===== src/rtl/sbs_pkg.sv =====
package sbs_pkg;

  localparam int LANE_W = 9;

  typedef enum logic {
    ORD_LINEAR     = 1'b0,
    ORD_INTERLEAVE = 1'b1
  } burst_order_e;

  // Low two address bits of burst beat n starting from base bits b.
  function automatic logic [1:0] beat_low(input logic [1:0] b, input logic [1:0] n,
                                          input burst_order_e ord);
    return (ord == ORD_INTERLEAVE) ? (b ^ n) : (b + n);
  endfunction

endpackage


===== src/rtl/sbs_burst_seq.sv =====
module sbs_burst_seq import sbs_pkg::*; #(
  parameter int AW = 6
) (
  input  logic          clk,
  input  logic          rst_n,
  input  logic          step,
  input  logic          load,
  input  logic          adv_ok,
  input  logic [AW-1:0] addr,
  input  logic          order_ilv,
  output logic [AW-1:0] beat_addr
);
  localparam int HI_W = AW - 2;

  logic [AW-1:0] base_q;
  logic [1:0]    cnt_q;
  logic [1:0]    cnt_nx;
  burst_order_e  ord;

  assign ord    = burst_order_e'(order_ilv);
  assign cnt_nx = cnt_q + 2'd1;

  // Address of the beat captured at this edge.
  always_comb begin
    if (load) beat_addr = addr;
    else      beat_addr = {base_q[AW-1:2], beat_low(base_q[1:0], cnt_nx, ord)};
  end

  always_ff @(posedge clk or negedge rst_n) begin
    if (!rst_n) begin
      base_q <= '0;
      cnt_q  <= '0;
    end else if (step && load) begin
      base_q <= addr;
      cnt_q  <= '0;
    end else if (step && adv_ok) begin
      cnt_q  <= cnt_nx;
    end
  end

  p_count_step_r4: assert property (@(posedge clk) disable iff (!rst_n)
    (step && !load && adv_ok) |=> (cnt_q == $past(cnt_q) + 2'd1));

  p_load_base_r3: assert property (@(posedge clk) disable iff (!rst_n)
    (step && load) |=> (cnt_q == 2'd0 && base_q == $past(addr)));

  p_upper_fixed_r4: assert property (@(posedge clk) disable iff (!rst_n)
    (!load) |-> (beat_addr[AW-1:2] == base_q[HI_W+1:2]));

endmodule


===== src/rtl/sbs_ctrl.sv =====
module sbs_ctrl import sbs_pkg::*; #(
  parameter int AW = 6,
  parameter int NB = 2
) (
  input  logic          clk,
  input  logic          rst_n,
  input  logic          clk_en_n,
  input  logic          sleep,
  input  logic          sel,
  input  logic          advance,
  input  logic          wr_n,
  input  logic [NB-1:0] lane_wr_n,
  input  logic [AW-1:0] addr,
  input  logic          order_ilv,
  output logic          acc_rd,
  output logic          acc_wr,
  output logic [AW-1:0] acc_addr,
  output logic [NB-1:0] acc_lane_n,
  output logic          commit
);
  logic          step;
  logic          load;
  logic          adv_ok;
  logic          active_q;
  logic          type_wr_q;
  logic          acc_rd_q;
  logic          acc_wr_q;
  logic [AW-1:0] acc_addr_q;
  logic [NB-1:0] acc_lane_q;
  logic [AW-1:0] beat_addr;

  assign step   = !clk_en_n && !sleep;
  assign load   = !advance && sel;
  assign adv_ok = advance && active_q;

  sbs_burst_seq #(.AW(AW)) u_seq (
    .clk       (clk),
    .rst_n     (rst_n),
    .step      (step),
    .load      (load),
    .adv_ok    (adv_ok),
    .addr      (addr),
    .order_ilv (order_ilv),
    .beat_addr (beat_addr)
  );

  always_ff @(posedge clk or negedge rst_n) begin
    if (!rst_n) begin
      active_q   <= 1'b0;
      type_wr_q  <= 1'b0;
      acc_rd_q   <= 1'b0;
      acc_wr_q   <= 1'b0;
      acc_addr_q <= '0;
      acc_lane_q <= '1;
    end else if (sleep) begin
      acc_rd_q <= 1'b0;
    end else if (step) begin
      if (!advance) active_q <= sel;
      if (load)     type_wr_q <= !wr_n;
      acc_rd_q   <= (load && wr_n) || (adv_ok && !type_wr_q);
      acc_wr_q   <= (load && !wr_n) || (adv_ok && type_wr_q);
      acc_addr_q <= beat_addr;
      acc_lane_q <= lane_wr_n;
    end
  end

  assign acc_rd     = acc_rd_q;
  assign acc_wr     = acc_wr_q;
  assign acc_addr   = acc_addr_q;
  assign acc_lane_n = acc_lane_q;
  assign commit     = step && acc_wr_q;

  p_stall_hold_r1: assert property (@(posedge clk) disable iff (!rst_n)
    (clk_en_n && !sleep) |=> $stable({active_q, type_wr_q, acc_rd_q, acc_wr_q, acc_addr_q}));

  p_type_kept_r5: assert property (@(posedge clk) disable iff (!rst_n)
    (step && advance && active_q) |=> (acc_wr_q == $past(type_wr_q) && active_q));

  p_desel_ends_r10: assert property (@(posedge clk) disable iff (!rst_n)
    (step && !advance && !sel) |=> (!active_q && !acc_rd_q && !acc_wr_q));

  p_idle_adv_r10: assert property (@(posedge clk) disable iff (!rst_n)
    (step && advance && !active_q) |=> (!acc_rd_q && !acc_wr_q));

  p_one_kind_r8: assert property (@(posedge clk) disable iff (!rst_n)
    !(acc_rd_q && acc_wr_q));

  p_sleep_quiet_r11: assert property (@(posedge clk) disable iff (!rst_n)
    sleep |=> (!acc_rd_q && $stable(acc_wr_q) && $stable(active_q)));

endmodule


===== src/rtl/sbs_store.sv =====
module sbs_store import sbs_pkg::*; #(
  parameter int AW = 6,
  parameter int NB = 2
) (
  input  logic                 clk,
  input  logic                 commit,
  input  logic [AW-1:0]        waddr,
  input  logic [NB-1:0]        lane_off_n,
  input  logic [NB*LANE_W-1:0] wword,
  input  logic [AW-1:0]        raddr,
  output logic [NB*LANE_W-1:0] rword
);
  localparam int DEPTH = 1 << AW;

  for (genvar g = 0; g < NB; g++) begin : g_lane
    logic [LANE_W-1:0] cells [DEPTH];

    always_ff @(posedge clk) begin
      if (commit && !lane_off_n[g]) cells[waddr] <= wword[g*LANE_W +: LANE_W];
    end

    assign rword[g*LANE_W +: LANE_W] = cells[raddr];
  end

endmodule


===== src/rtl/sync_burst_sram.sv =====
module sync_burst_sram import sbs_pkg::*; #(
  parameter int AW = 6,
  parameter int NB = 2,
  localparam int DW = NB * LANE_W
) (
  input  logic          clk,
  input  logic          rst_n,
  input  logic          clk_en_n,
  input  logic          sel1_n,
  input  logic          sel2,
  input  logic          sel3_n,
  input  logic          advance,
  input  logic          wr_n,
  input  logic [NB-1:0] lane_wr_n,
  input  logic          order_ilv,
  input  logic          out_en_n,
  input  logic          sleep,
  input  logic [AW-1:0] addr,
  input  logic [DW-1:0] wdata,
  output logic [DW-1:0] rdata,
  output logic          rdata_oe
);
  logic          sel;
  logic          acc_rd;
  logic          acc_wr;
  logic [AW-1:0] acc_addr;
  logic [NB-1:0] acc_lane_n;
  logic          commit;

  assign sel = !sel1_n && sel2 && !sel3_n;

  sbs_ctrl #(.AW(AW), .NB(NB)) u_ctrl (
    .clk        (clk),
    .rst_n      (rst_n),
    .clk_en_n   (clk_en_n),
    .sleep      (sleep),
    .sel        (sel),
    .advance    (advance),
    .wr_n       (wr_n),
    .lane_wr_n  (lane_wr_n),
    .addr       (addr),
    .order_ilv  (order_ilv),
    .acc_rd     (acc_rd),
    .acc_wr     (acc_wr),
    .acc_addr   (acc_addr),
    .acc_lane_n (acc_lane_n),
    .commit     (commit)
  );

  sbs_store #(.AW(AW), .NB(NB)) u_store (
    .clk        (clk),
    .commit     (commit),
    .waddr      (acc_addr),
    .lane_off_n (acc_lane_n),
    .wword      (wdata),
    .raddr      (acc_addr),
    .rword      (rdata)
  );

  assign rdata_oe = acc_rd && !out_en_n && !sleep;

  p_write_quiet_r8: assert property (@(posedge clk) disable iff (!rst_n)
    acc_wr |-> !rdata_oe);

  p_desel_quiet_r2: assert property (@(posedge clk) disable iff (!rst_n)
    (!clk_en_n && !sleep && !advance && !sel) |=> !rdata_oe);

  p_commit_step_r6: assert property (@(posedge clk) disable iff (!rst_n)
    commit |-> (!clk_en_n && !sleep && acc_wr));

endmodule


===== config.mk =====
export PLATFORM = sky130hd
export DESIGN_NAME = sync_burst_sram
export DESIGN_NICKNAME = d
export VERILOG_FILES = /design/src/rtl/sbs_pkg.sv /design/src/rtl/sbs_burst_seq.sv /design/src/rtl/sbs_ctrl.sv /design/src/rtl/sbs_store.sv /design/src/rtl/sync_burst_sram.sv
export SDC_FILE = /design/constraint.sdc
export NUM_CORES = 1
export LEC_CHECK = 0
export BUFFER_PORTS_ARGS = -buffer_cell sky130_fd_sc_hd__buf_4
export CAP_MARGIN = 10
export CORE_UTILIZATION = 34
export DETAILED_ROUTE_END_ITERATION = 7
export PLACE_DENSITY = 0.47
export SLEW_MARGIN = 20
export SYNTH_ARGS = -nofsm -noshare
export SYNTH_HDL_FRONTEND = slang
export SYNTH_HIERARCHICAL = 1
export SYNTH_SLANG_ARGS = --single-unit
export TNS_END_PERCENT = 5

===== constraint.sdc =====
create_clock -name clk -period 3.88 [get_ports clk]
set_input_delay 0.194 -clock clk [delete_from_list [all_inputs] [get_ports clk]]
set_output_delay 0.194 -clock clk [all_outputs]
set_load 0.02 [all_outputs]

# [Word-level counts from Yosys, hierarchy flattened]
# Memories as Yosys holds them, arrays and structs flattened.
# Index checks and enable logic that the tools add are counted.
[totals] word_cells=58 ram_bits=1152 n_memories=2 input_bits=37 ff_bits=20 out_inout_bits=19
[classes] n_addsub=2 n_bitwise=3 n_mux=10 reduce_logical=33
[memory_table] memory="u_store.g_lane[0].cells" words=64 word_bits=9 rd=1 rd_ports_with_merged_regs=0 wr=1 line="sbs_store.sv:16" rtl="logic [LANE_W-1:0] cells [DEPTH];"
[memory_table] memory="u_store.g_lane[1].cells" words=64 word_bits=9 rd=1 rd_ports_with_merged_regs=0 wr=1 line="sbs_store.sv:16"
[op_table] cell="$logic_and 1x1->1" count=16
[op_table] cell="$logic_not 1->1" count=10
[op_table] cell="$mux 1" count=6
[op_table] cell="$mux 2" count=3
[op_table] cell="$mux 6" count=1
[op_table] cell="$reduce_and 3->1" count=2
[op_table] cell="$reduce_bool 2->1" count=2
[op_table] cell="$add 2x1->2 const B" count=1
[op_table] cell="$add 2x2->2" count=1
[op_table] cell="$logic_or 1x1->1" count=2
[op_table] cell="$not 1->1" count=2
[op_table] cell="$reduce_and 2->1" count=1
[op_table] cell="$xor 2x2->2" count=1

# [Longest topological paths before layout]
[logic_depth] word_depth=8 depth_mapped=9 ltp_nobuf=6

# [By module]
# The synthesis kept the hierarchy.
[by_module_without_submodules] module="sbs_store" area_per_inst_um2=44525.2 cells_each=1978 instances=1 seq_area_each_um2=34593.2
[by_module_without_submodules] module="sbs_ctrl" area_per_inst_um2=561.8 cells_each=39 instances=1 seq_area_each_um2=302.8
[by_module_without_submodules] module="sbs_burst_seq" area_per_inst_um2=454.2 cells_each=36 instances=1 seq_area_each_um2=200.2
[by_module_without_submodules] module="sync_burst_sram" area_per_inst_um2=25.0 cells_each=2 instances=1 seq_area_each_um2=0.0

# [Worst setup path after synthesis]
# OpenSTA, ideal clock, no wires.
[synth_timing] path_type="register -> output" startpoint="register u_ctrl.acc_addr_q[1], in the netlist u_ctrl/acc_addr[1]" endpoint="output rdata[11]" path_stages_with_launch=8 path_buffers=4 arrival_time_ns=2.126 path_slack_ns=1.560 t_required_ns=3.686 cell_sequence="dfrtp_1 -> buf_2 -> buf_2 -> buf_2 -> buf_1 -> mux4_2 -> o221ai_1 -> o31ai_1"
[synth_between] elab_chain_cells=1
[synth_lines] item="from (decl)" line="sbs_ctrl.sv:28" rtl="logic [AW-1:0] acc_addr_q;"
[synth_lines] item="from (signal assigned)" line="sbs_ctrl.sv:62" rtl="acc_addr_q <= beat_addr;"
[synth_lines] item="$mem_v2 64x9"
[synth_lines] item="to (decl)" line="sync_burst_sram.sv:20" rtl="output logic [DW-1:0] rdata,"
# No other way between the ends.

# [Worst setup path after layout]
[layout_timing] startpoint="register u_ctrl.acc_addr_q[1], in the netlist u_ctrl/acc_addr[1]" endpoint="output rdata[2]"
# The elaborated chain is that of the path after synthesis.

==> summary.txt <==
STA
  – Clock Skews: around 0.032 ns
  – Slew HR: 0.277
  – Setup tns final: -0.00474 ns
  – Setup violators final: 1
  – Period utilisation layout: 1.00
  – RSZ-0062 raised after global routing: true
  – Final hold vios: 0
  – Period minus WS final: just under 4 ns
  – Fmax achieved: 257 MHz
  – Max-slew violations: 0
  – Final worst slack: -0.00474 ns
  – Worst slew pin tran: 1.08 ns

Setup path
  – Slowest CP cell: dfrtp_4
  – Bufs and invs on worst path: 2
  – Critical path type: reg -> out
  – Reg2Reg Depth: 5
  – Most frequent CP cell: buf_4
  – WP data arrival: ~3.7 ns
  – Crit path max-delay family: multiplexers
  – Worst Path Max Fanout: 20
  – Crit path depth: 7
  – Setup crit end: rdata[2]
  – CP Launch Type: flip-flop
  – CP peak stage delay: around 0.63 ns
  – Flop2flop setup slack: 0.64 ns
  – CP startpoint: u_ctrl/acc_addr[1]
  – FF-to-FF Start: u_ctrl/acc_addr[4]
  – RR Endpoint: u_store/g_lane[0].cells[3][7]
  – Ordered cell list for the critical path: buf_4, mux4_2, mux2i_1, a221oi_1, o21ai_1, o31ai_1, buf_4
  – Critical Path RT: between 3 and 4 ns
  – Setup crit end kind: output pin

Synth
  – Commonest cells in the synthesized netlist: edfxtp_1, mux4_2, nor2_1
  – Post-synthesis sequential area ratio: 0.770
  – Top post-synthesis cells by area: edfxtp_1, mux4_2, mux2i_1, nor2_1, dfrtp_1
  – Syn Area/Cell: ~22 sq um
  – #FFs+latches synth: between 1k and 1.5k
  – EDFF count, synth: about 1.2k
  – Post-synthesis cell type count: a little under 50
  – Syn Inst Count: roughly 2.1k
  – Synth Warn #: 6
  – Post-synth top area share: 0.759
  – Post-synth ARST share: 0.0171
  – Mapped Area: 45600 sq um
  – Cell with the most instances after synthesis: edfxtp_1
  – Prevailing post-synth register cell: edfxtp_1
  – Syn Nets: approximately 2.1k
  – Synth area leader: edfxtp_1

Global route
  – Initial antenna violation count: 5
  – Number of global-route vias before repair: 23.0k
  – Total GRT Usage: 0.175
  – First-pass GRT wire length: ~170 mm
  – Largest net degree at the start of global routing: between 70 and 80
  – GRT Residual Overflow: 0

Die
  – DIE HEIGHT: approximately 370 um
  – Die ar.: ~140000 sq um
  – IO Count: 56
  – Initial Utilization: 0.344
  – Die width: roughly 370 um
  – FP Rows: around 130
  – Core ar.: between 100000 and 150000 sq um

Final layout
  – Finished Cell Area: approximately 54000 sq um
  – Layout cells sized above 1: 0.326
  – Fill count: around 12k
  – Synth-to-Final Area Change: 17.6%
  – Non-Filler Instances: approximately 4.2k
  – N_diodes: 0
  – Nets: roughly 2.4k

Placement
  – Placed insts: 3942
  – Post-place setup slack: -0.110 ns
  – Dpl hpwl: between 70 and 80 mm
  – Gpl congestion: about 0.80
  – Port buffer count: 55
  – Placed cell area: a little under 50000 sq um

Clock network
  – Clock sinks: between 1k and 1.5k
  – Worst skew pair latency: around 0.73 ns
  – CTS Buf Count: approximately 120
  – CTS H-tree depth: 3
  – Max clock buf depth: 3
  – Clk root buf: clkbuf_16
  – Clock slew at reported path FFs: ~0.060 ns
  – CTS tree: done

Detailed routing
  – Drt total wl: approximately 120 mm
  – Vias/cell: roughly 5.2
  – DRC: 0
  – DR iter-0 viols: around 2.0k
  – Detail Route Antenna Nets: 0
  – DRT Pass-1 Iters: 5
  – Wire per inst: 28.1 um
  – Via count: 22.0k

Flow run
  – Max-cap viol count: 0

Power
  – LEAKAGE: between 15 and 20 nW
  – Peak supply drop: 0.000432 V
  – Total power draw: between 0.03 and 0.04 W
  – P per Cell Area: 649 nW/um^2

Run status
  – Failing checks: setup timing
  – Status: finished with violations

Min path
  – Min-delay worst type: in -> reg
-- worst min path at each step --
stage	cells after the start	endpoint	startpoint
2_1_floorplan	0	u_ctrl/acc_addr[0]	rst_n
3_3_place_gp	1	u_ctrl/u_seq/base_q[2]	rst_n
3_5_place_dp	1	u_ctrl/acc_rd	rst_n
4_1_cts	1	u_store/g_lane[1].cells[56][1]	wdata[10]
5_1_grt	1	u_store/g_lane[1].cells[48][1]	wdata[10]
6_report	1	u_store/g_lane[0].cells[50][6]	wdata[6]
-- cell families (layout without fill, tap and decap cells) --
kind of cell             Yosys count  count (layout)  share of synthesized area
AO/OA/AOI/OAI                    128             128                     0.0199
buffers and inverters            130             515                     0.0146
flip-flops                      1172            1172                      0.770
AND/OR/NAND/NOR                  231             231                     0.0235
adder cells (fa/ha/maj)            1               1                   0.000275
XOR/XNOR                           2               2                   0.000686
multiplexers                     391             391                      0.171
-- cells in the final DEF, fill, tap and decap left out, drive strengths merged, types with 2 or more instances in the layout --
cell / synthesis / layout
or3b: 5 / 5
nor2: 140 / 140
dfstp: 2 / 2
and2: 4 / 4
inv: 15 / 17
nor3: 4 / 4
nand3: 9 / 9
mux4: 305 / 305
nand2: 28 / 28
nor2b: 18 / 18
clkbuf: 38 / 154
a21oi: 6 / 6
clkinv: 2 / 57
edfxtp: 1152 / 1152
buf: 75 / 249
bufinv: 0 / 12
or3: 2 / 2
nor3b: 2 / 2
o21ai: 28 / 28
a221oi: 14 / 14
o221ai: 18 / 18
dlygate4sd3: 0 / 19
nand3b: 13 / 13
clkinvlp: 0 / 7
dfrtp: 18 / 18
a211oi: 17 / 17
mux2: 21 / 21
a31oi: 6 / 6
a22oi: 17 / 17
o31ai: 15 / 15
mux2i: 65 / 65
nand2b: 2 / 2
o22ai: 4 / 4
-- cell type report --
cell class	instances	area, sq um	area share
Sequential cell	1172	35100	0.655
Timing Repair Buffer	268	2300	0.0430
Inverter	17	63.8	0.00119
Multi-Input combinational cell	753	9950	0.186
Clock inverter	76	731	0.0136
Tap cell	1755	2200	0.0410
Clock buffer	154	3240	0.0604
-- what timing repair did --
item | CTS | global route
setup buffers | 3 | 0
hold endpoints to repair | 39 | 0
gates resized for setup | 23 | 26
hold buffers | 20 | 0
pin swaps | 0 | 0
endpoints found under the setup margin | 18 | 16
-- routing by layer --
| metal | share of wire | global-route usage |
|---|---|---|
| met1 | 0.43 | 0.236 |
| met2 | 0.49 | 0.283 |
| met3 | 0.053 | 0.0349 |
| met4 | 0.031 | 0.0598 |
| met5 | 0.00029 | 0 |
-- metrics by stage --
step                      utilization  hold WS (ns)
after CTS                       0.404       0.00608
after detailed placement        0.372         0.136
after global routing            0.405        0.0352
after global placement          0.372         0.129
after floorplan                     -        -0.102
final                           0.405        0.0230
-- where the power goes --
group          switching, W  internal (W)
Clock               0.00486       0.00669
Sequential         0.000225        0.0140
Combinational       0.00499       0.00403
-- sequential cells by signal (all words and copies together), names as in the netlist --
| signal | count |
|---|---|
| u_ctrl/u_seq/cnt_q | 2 |
| u_ctrl/acc_lane_n | 2 |
| u_ctrl/active_q | 1 |
| u_ctrl/acc_addr | 6 |
| u_ctrl/u_seq/base_q | 6 |
| u_ctrl/type_wr_q | 1 |
| u_store/g_lane.cells | 1152 |
| u_ctrl/acc_rd | 1 |
| u_ctrl/acc_wr | 1 |
-- worst register-to-register path, cell delays in order (launching register included) --
cell	delay, ns
dfrtp_4	0.63
buf_4	0.35
or3_1	0.55
inv_1	0.22
nand2_1	0.25
nor2_1	0.87
(Power assumes the default switching activity.)
